==> config.mk <==
export PLATFORM = sky130hd
export DESIGN_NAME = mbx_top
export DESIGN_NICKNAME = d
export VERILOG_FILES = /design/src/rtl/mbx_pkg.sv /design/src/rtl/mbx_datapath.sv /design/src/rtl/mbx_ctrl.sv /design/src/rtl/mbx_top.sv
export SDC_FILE = /design/constraint.sdc
export NUM_CORES = 1
export LEC_CHECK = 0
export BUFFER_PORTS_ARGS = -buffer_cell sky130_fd_sc_hd__buf_2
export CAP_MARGIN = 15
export CORE_ASPECT_RATIO = 0.8
export CORE_UTILIZATION = 30
export DETAILED_ROUTE_END_ITERATION = 7
export PLACE_DENSITY = 0.57
export SLEW_MARGIN = 20
export SYNTH_ARGS = -nofsm -noshare
export SYNTH_HDL_FRONTEND = slang
export SYNTH_HIERARCHICAL = 1
export SYNTH_SLANG_ARGS = --single-unit
==> constraint.sdc <==
create_clock -name clk -period 2.4 [get_ports clk]
set_input_delay 0.12 -clock clk [delete_from_list [all_inputs] [get_ports clk]]
set_output_delay 0.12 -clock clk [all_outputs]
set_load 0.1 [all_outputs]
==> src/rtl/mbx_pkg.sv <==
package mbx_pkg;
  // host command codes
  localparam logic [7:0] CMD_START = 8'h01;
  localparam logic [7:0] CMD_END   = 8'h03;
  localparam logic [7:0] CMD_ABORT = 8'h22;
  // in-band response markers
  localparam logic [7:0] MARK_HDR  = 8'h01;
  localparam logic [7:0] MARK_END  = 8'h03;

  // status bit positions (host software decodes them)
  localparam int SB_OBF = 0;
  localparam int SB_IBF = 1;
  localparam int SB_F0  = 2;
  localparam int SB_A2  = 3;
  localparam int SB_RDY = 4;
  localparam int SB_IBR = 5;

  typedef enum logic [2:0] {
    PH_IDLE, PH_RECV, PH_WAIT, PH_HDR, PH_PAY, PH_END
  } phase_e;

  typedef struct packed {
    logic loadIn;
    logic clrIn;
    logic loadHdr;
    logic loadPay;
    logic loadEnd;
    logic loadCancel;
    logic clrOut;
    logic setA2;
    logic clrA2;
    logic setOvr;
    logic clrOvr;
  } dpStrb_t;
endpackage

==> src/rtl/mbx_datapath.sv <==
module mbx_datapath
  import mbx_pkg::*;
#(
  parameter int DW = 8
) (
  input  logic          clk,
  input  logic          rstN,
  input  dpStrb_t       strb,
  input  logic [DW-1:0] hostWdata,
  input  logic [DW-1:0] respByte,
  input  logic          cmdTake,
  output logic          ibf,
  output logic          obf,
  output logic          f0,
  output logic          a2,
  output logic          ovr,
  output logic [DW-1:0] inByte,
  output logic [DW-1:0] outByte
);

  // inbound holding register
  always_ff @(posedge clk) begin
    if (!rstN) begin
      ibf    <= 1'b0;
      inByte <= '0;
    end else if (strb.clrIn) begin
      ibf <= 1'b0;
    end else if (strb.loadIn) begin
      ibf    <= 1'b1;
      inByte <= hostWdata;
    end else if (cmdTake) begin
      ibf <= 1'b0;
    end
  end

  // outbound register with framing flag
  always_ff @(posedge clk) begin
    if (!rstN) begin
      obf     <= 1'b0;
      f0      <= 1'b0;
      outByte <= '0;
    end else if (strb.loadCancel) begin
      obf <= 1'b1;
      f0  <= 1'b0;
    end else if (strb.loadHdr) begin
      obf     <= 1'b1;
      f0      <= 1'b1;
      outByte <= DW'(MARK_HDR);
    end else if (strb.loadPay) begin
      obf     <= 1'b1;
      f0      <= 1'b0;
      outByte <= respByte;
    end else if (strb.loadEnd) begin
      obf     <= 1'b1;
      f0      <= 1'b1;
      outByte <= DW'(MARK_END);
    end else if (strb.clrOut) begin
      obf <= 1'b0;
      f0  <= 1'b0;
    end
  end

  // last-write-was-command flag and sticky overrun
  always_ff @(posedge clk) begin
    if (!rstN) begin
      a2  <= 1'b0;
      ovr <= 1'b0;
    end else begin
      if (strb.setA2)      a2 <= 1'b1;
      else if (strb.clrA2) a2 <= 1'b0;
      if (strb.clrOvr)      ovr <= 1'b0;
      else if (strb.setOvr) ovr <= 1'b1;
    end
  end

  AST_F0_NEEDS_OBF: assert property (@(posedge clk) disable iff (!rstN)
    f0 |-> obf);

  AST_IBF_HOLD: assert property (@(posedge clk) disable iff (!rstN)
    (ibf && !cmdTake && !strb.clrIn) |=> ibf);

endmodule

==> src/rtl/mbx_ctrl.sv <==
module mbx_ctrl
  import mbx_pkg::*;
(
  input  logic       clk,
  input  logic       rstN,
  input  logic       hostAddr,
  input  logic       hostWr,
  input  logic       hostRd,
  input  logic [7:0] cmdCode,
  input  logic       ibf,
  input  logic       obf,
  input  logic       respValid,
  input  logic       respLast,
  output dpStrb_t    strb,
  output logic       cmdEnd,
  output logic       abortOut,
  output logic       respTake,
  output logic       rdy,
  output logic       ibr
);

  phase_e phase, phaseNext;
  logic   lastSeen, lastSeenNext;
  logic   cmdWr, dataWr, dataRd;

  assign cmdWr  = hostWr && hostAddr;
  assign dataWr = hostWr && !hostAddr;
  assign dataRd = hostRd && !hostAddr;
  assign rdy    = (phase == PH_IDLE);
  assign ibr    = (phase == PH_RECV);

  always_comb begin
    strb         = '0;
    cmdEnd       = 1'b0;
    abortOut     = 1'b0;
    respTake     = 1'b0;
    phaseNext    = phase;
    lastSeenNext = lastSeen;

    if (cmdWr) strb.setA2 = 1'b1;
    if (dataWr) begin
      strb.clrA2 = 1'b1;
      if (phase == PH_RECV && !ibf) strb.loadIn = 1'b1;
      else                          strb.setOvr = 1'b1;
    end
    if (dataRd && obf) strb.clrOut = 1'b1;

    if (cmdWr && cmdCode == CMD_ABORT) begin
      strb.clrIn      = 1'b1;
      strb.loadCancel = 1'b1;
      strb.clrOvr     = 1'b1;
      strb.setOvr     = 1'b0;
      abortOut        = 1'b1;
      lastSeenNext    = 1'b0;
      phaseNext       = PH_IDLE;
    end else begin
      unique case (phase)
        PH_IDLE: if (cmdWr && cmdCode == CMD_START) begin
          strb.clrOut = 1'b1;
          phaseNext   = PH_RECV;
        end
        PH_RECV: if (cmdWr && cmdCode == CMD_END) begin
          cmdEnd    = 1'b1;
          phaseNext = PH_WAIT;
        end
        PH_WAIT: if (respValid) begin
          strb.loadHdr = 1'b1;
          lastSeenNext = 1'b0;
          phaseNext    = PH_HDR;
        end
        PH_HDR, PH_PAY: if (!obf) begin
          if (phase == PH_PAY && lastSeen) begin
            strb.loadEnd = 1'b1;
            phaseNext    = PH_END;
          end else if (respValid) begin
            strb.loadPay = 1'b1;
            respTake     = 1'b1;
            lastSeenNext = respLast;
            phaseNext    = PH_PAY;
          end
        end
        PH_END: if (!obf) phaseNext = PH_IDLE;
        default: phaseNext = PH_IDLE;
      endcase
    end
  end

  always_ff @(posedge clk) begin
    if (!rstN) begin
      phase    <= PH_IDLE;
      lastSeen <= 1'b0;
    end else begin
      phase    <= phaseNext;
      lastSeen <= lastSeenNext;
    end
  end

  AST_END_DROPS_IBR: assert property (@(posedge clk) disable iff (!rstN)
    cmdEnd |=> !ibr && !rdy);

endmodule

==> src/rtl/mbx_top.sv <==
module mbx_top
  import mbx_pkg::*;
#(
  parameter int DW = 8
) (
  input  logic          clk,
  input  logic          rstN,
  input  logic          hostAddr,
  input  logic          hostWr,
  input  logic          hostRd,
  input  logic [DW-1:0] hostWdata,
  output logic [DW-1:0] hostRdata,
  output logic          cmdValid,
  output logic [DW-1:0] cmdByte,
  input  logic          cmdTake,
  output logic          cmdEnd,
  output logic          abortOut,
  input  logic          respValid,
  input  logic [DW-1:0] respByte,
  input  logic          respLast,
  output logic          respTake,
  output logic          overrun
);

  dpStrb_t       strb;
  logic          ibf, obf, f0, a2, rdy, ibr;
  logic [DW-1:0] outByte;
  logic [7:0]    statBits;
  logic [DW-1:0] statusByte;

  mbx_ctrl u_ctrl (
    .clk(clk), .rstN(rstN),
    .hostAddr(hostAddr), .hostWr(hostWr), .hostRd(hostRd),
    .cmdCode(hostWdata[7:0]),
    .ibf(ibf), .obf(obf),
    .respValid(respValid), .respLast(respLast),
    .strb(strb), .cmdEnd(cmdEnd), .abortOut(abortOut),
    .respTake(respTake), .rdy(rdy), .ibr(ibr)
  );

  mbx_datapath #(.DW(DW)) u_dp (
    .clk(clk), .rstN(rstN), .strb(strb),
    .hostWdata(hostWdata), .respByte(respByte), .cmdTake(cmdTake),
    .ibf(ibf), .obf(obf), .f0(f0), .a2(a2), .ovr(overrun),
    .inByte(cmdByte), .outByte(outByte)
  );

  always_comb begin
    statBits         = '0;
    statBits[SB_OBF] = obf;
    statBits[SB_IBF] = ibf;
    statBits[SB_F0]  = f0;
    statBits[SB_A2]  = a2;
    statBits[SB_RDY] = rdy;
    statBits[SB_IBR] = ibr;
  end

  assign statusByte = DW'(statBits);
  assign cmdValid   = ibf;
  // a data poll while ready with output full returns the status copy
  assign hostRdata  = (hostAddr || (rdy && obf)) ? statusByte : outByte;

  AST_START_OPENS_RECV: assert property (@(posedge clk) disable iff (!rstN)
    (hostWr && hostAddr && hostWdata[7:0] == CMD_START && statBits[SB_RDY])
      |=> statBits[SB_IBR] && !statBits[SB_RDY]);

  AST_CANCEL_READY: assert property (@(posedge clk) disable iff (!rstN)
    (hostWr && hostAddr && hostWdata[7:0] == CMD_ABORT)
      |=> statBits == 8'h19 && !cmdValid && !overrun);

  AST_TAKE_LOADS_OUT: assert property (@(posedge clk) disable iff (!rstN)
    respTake |=> statBits[SB_OBF] && !statBits[SB_F0]);

  AST_IGNORED_WRITE: assert property (@(posedge clk) disable iff (!rstN)
    (hostWr && !hostAddr && cmdValid && !cmdTake)
      |=> cmdValid && $stable(cmdByte));

endmodule

==> impl_metrics.env <==
export IMPL_hold_start="respByte[6]"
export IMPL_gp_congestion=0.787
export IMPL_cts_sink_count=25
export IMPL_start_util_pct=32.1
export IMPL_pwr_share_clk_pct=33.4
export IMPL_drv_slew=0
export IMPL_p_sw_share_pct=24.7
export IMPL_portBuffers=44
export IMPL_p_switching_w=0.000184
export IMPL_grt_pass1_vias=1165
export IMPL_cts_tree="built"
export IMPL_antenna_left=0
export IMPL_postCtsSetupBuffers=0
export IMPL_ctsResizeCount=0
export IMPL_dieWidth_um=77.9
export IMPL_required_ps=2280
export IMPL_peakVddDrop_mv=0.247
export IMPL_syn_num_nets=182
export IMPL_worstReg2RegStart="u_ctrl/phase[2]$_SDFFE_PP0P_"
export IMPL_grt_overflow=0
export IMPL_hold_viol=0
export IMPL_wl_per_cell_um=13.0
export IMPL_power_density_nw_per_um2=449
export IMPL_final_period_utilization_pct=91.7
export IMPL_drive_above_1_share_pct=35.9
export IMPL_crit_family="flip-flops"
export IMPL_startpoint_type="register"
export IMPL_status="finished, final reports clean"
export IMPL_power_total_w=0.000745
export IMPL_grt_usage_pct=14.5
export IMPL_tightestPinTransition_ps=493
export IMPL_synthArstFlopShare_pct=0
export IMPL_rsz0062_at_grt="no"
export IMPL_ios=45
export IMPL_fp_row_count=21
export IMPL_maxCapViolCount=0
export IMPL_crit_arrival_ps=2080
export IMPL_drc=0
export IMPL_critPathKind="reg -> out"
export IMPL_htreeDepth=1
export IMPL_skew_ps=2.28
export IMPL_synth_edf_count=0
export IMPL_p_leak_nw=0.771
export IMPL_synth_seq_cells=25
export IMPL_cpPeakStageDelay_ps=550
export IMPL_clock_path_buffers=2
export IMPL_path_clk_slew_ps=90
export IMPL_fp_dieH_um=62.7
export IMPL_yosysWarningCount=6
export IMPL_crit_path_cell_trace="or3_1, inv_1, a21oi_4, mux2_2, buf_2"
export IMPL_slew_headroom_pct=67.3
export IMPL_syn_area_um2=1380
export IMPL_wl_um=3290
export IMPL_setup_viol=0
export IMPL_cts_root_buf="clkbuf_8"
export IMPL_core_area_um2=4310
export IMPL_period_needed_ps=2200
export IMPL_ctsHoldBuffers=0
export IMPL_dr_pass1_iters=4
export IMPL_path_buf_inv=2
export IMPL_antenna_found_initial=0
export IMPL_fill_cells=464
export IMPL_grt_pass1_wl_um=5520
export IMPL_dp_hpwl_um=2530
export IMPL_ys_types=46
export IMPL_final_core_util_pct=38.5
export IMPL_synth_ff_type="dfxtp_1"
export IMPL_grt_max_degree=14
export IMPL_clock_latency_ps=260
export IMPL_drtIter0Drc=74
export IMPL_die_area_um2=4880
export IMPL_nNetsFinal=220
export IMPL_hold_class="in -> reg"
export IMPL_syn_inst=158
export IMPL_startpoint="u_ctrl/phase[0]$_SDFFE_PP0P_"
export IMPL_max_freq_mhz=454
export IMPL_worstSetupEndpointType="output pin"
export IMPL_antenna_cells=0
export IMPL_via_per_inst=4.94
export IMPL_intPower_w=0.000561
export IMPL_areaGrowthSynthToFinish_pct=20.1
export IMPL_yosysSeqAreaShare_pct=36.2
export IMPL_vias=1244
export IMPL_seqPwrFrac_pct=56.1
export IMPL_comb_power_share_pct=10.5
export IMPL_cts_buffers=3
export IMPL_cp_max_fo=12
export IMPL_synth_area_per_cell_um2=8.74
export IMPL_crit_slowest_cell="dfxtp_1"
[power by group through the flow]
| stage | Clock, W | Sequential [W] | Combinational [W] |
|---|---|---|---|
| 5_1_grt | 0.000272 | 0.000418 | 0.0000849 |
| 4_1_cts | 0.000260 | 0.000418 | 0.0000795 |
| 3_3_place_gp | 0 | 0.000428 | 0.0000800 |
| 3_5_place_dp | 0 | 0.000428 | 0.0000794 |
| 6_report | 0.000249 | 0.000418 | 0.0000786 |
| 2_1_floorplan | 0 | 0.000436 | 0.0000392 |
[layout by cell type, fill, tap and decap left out, types with 2 or more instances in the layout]
cell type	n
nor2_1	18
and2_2	2
clkbuf_8	3
nand2_1	7
a21oi_1	5
nand4_1	2
o221a_2	2
o21ai_1	2
or3_1	3
buf_2	44
nor2b_1	8
nand2b_1	2
inv_1	14
a32o_2	6
nor3_1	5
dfxtp_1	25
mux2i_1	10
buf_4	2
nand3_1	2
o21ai_0	4
mux2_2	4
[flip-flops by register name, summed over array words and instances, names as in the netlist]
| register | count |
|---|---|
| u_dp/ovr | 1 |
| u_dp/f0 | 1 |
| u_dp/ibf | 1 |
| u_ctrl/lastSeen | 1 |
| u_dp/outByte | 8 |
| u_ctrl/phase | 3 |
| u_dp/a2 | 1 |
| u_dp/inByte | 8 |
| u_dp/obf | 1 |
[Yosys cell counts, types with 2 or more instances]
cell | number | area (um^2)
o21ai_0 | 6 | 30.0
nand2_1 | 7 | 26.3
buf_2 | 3 | 15.0
and2_2 | 2 | 15.0
mux2i_1 | 10 | 100
nor3_1 | 5 | 25.0
nand2b_1 | 2 | 12.5
nand4_1 | 2 | 12.5
nor2_1 | 18 | 67.6
o221a_2 | 2 | 22.5
nand3_1 | 2 | 10.0
buf_4 | 6 | 45.0
a21oi_1 | 5 | 25.0
or3_1 | 3 | 18.8
nor2b_1 | 8 | 50.1
mux2_2 | 4 | 45.0
clkbuf_2 | 2 | 10.0
a32o_2 | 6 | 67.6
dfxtp_1 | 25 | 500
inv_1 | 14 | 52.6
[cell type report]
cell class | instances | area, um^2 | share of cell area [%]
Tap cell | 57 | 71.3 | 4.30
Multi-Input combinational cell | 106 | 754 | 45.5
Timing Repair Buffer | 46 | 235 | 14.2
Clock buffer | 4 | 45.0 | 2.71
Sequential cell | 25 | 500 | 30.2
Inverter | 14 | 52.6 | 3.17
[worst paths after layout]
kind | to | slack, ps | cells after the start
max | hostRdata[1] | 200 | 5
min reg2reg | u_dp/outByte[6]$_SDFFE_PN0P_ | 500 | 1
min | u_dp/outByte[6]$_SDFFE_PN0P_ | 60 | 2
max reg2reg | u_dp/outByte[3]$_SDFFE_PN0P_ | 270 | 5
[worst reg2reg max path: stages, from the launching register on]
cell and delay, ps:
dfxtp_1 460, or3b_2 490, nor4_1 370, nor3_1 110
or2_1 310, a32o_2 290
[metal layers]
| metal | routed length (um) | track usage [%] |
|---|---|---|
| met5 | 0 | 0 |
| met3 | 223 | 4.96 |
| met2 | 1370 | 21.3 |
| met4 | 18 | 3.54 |
| met1 | 1670 | 20.1 |
[cells by family after synthesis]
| group | share of synthesized area, % |
|---|---|
| muxes | 10.5 |
| buffers and inverters | 9.96 |
| AOI/OAI and AO/OA | 17.6 |
| DFF | 36.2 |
| and+or+nand+nor | 25.7 |
[through the flow]
stage	instance area (um^2)	hold slack, ps	setup WS (ps)	TNS (ps)	std cells
4_1_cts	1660	56.0	191	0	252
5_1_grt	1660	48.7	81.9	0	252
2_1_floorplan	1390	247	-618	-4520	158
3_3_place_gp	1610	335	336	0	248
3_5_place_dp	1610	337	287	0	248
6_report	1660	60.8	199	0	252
No activity file was read; power rests on OpenSTA's default activity.
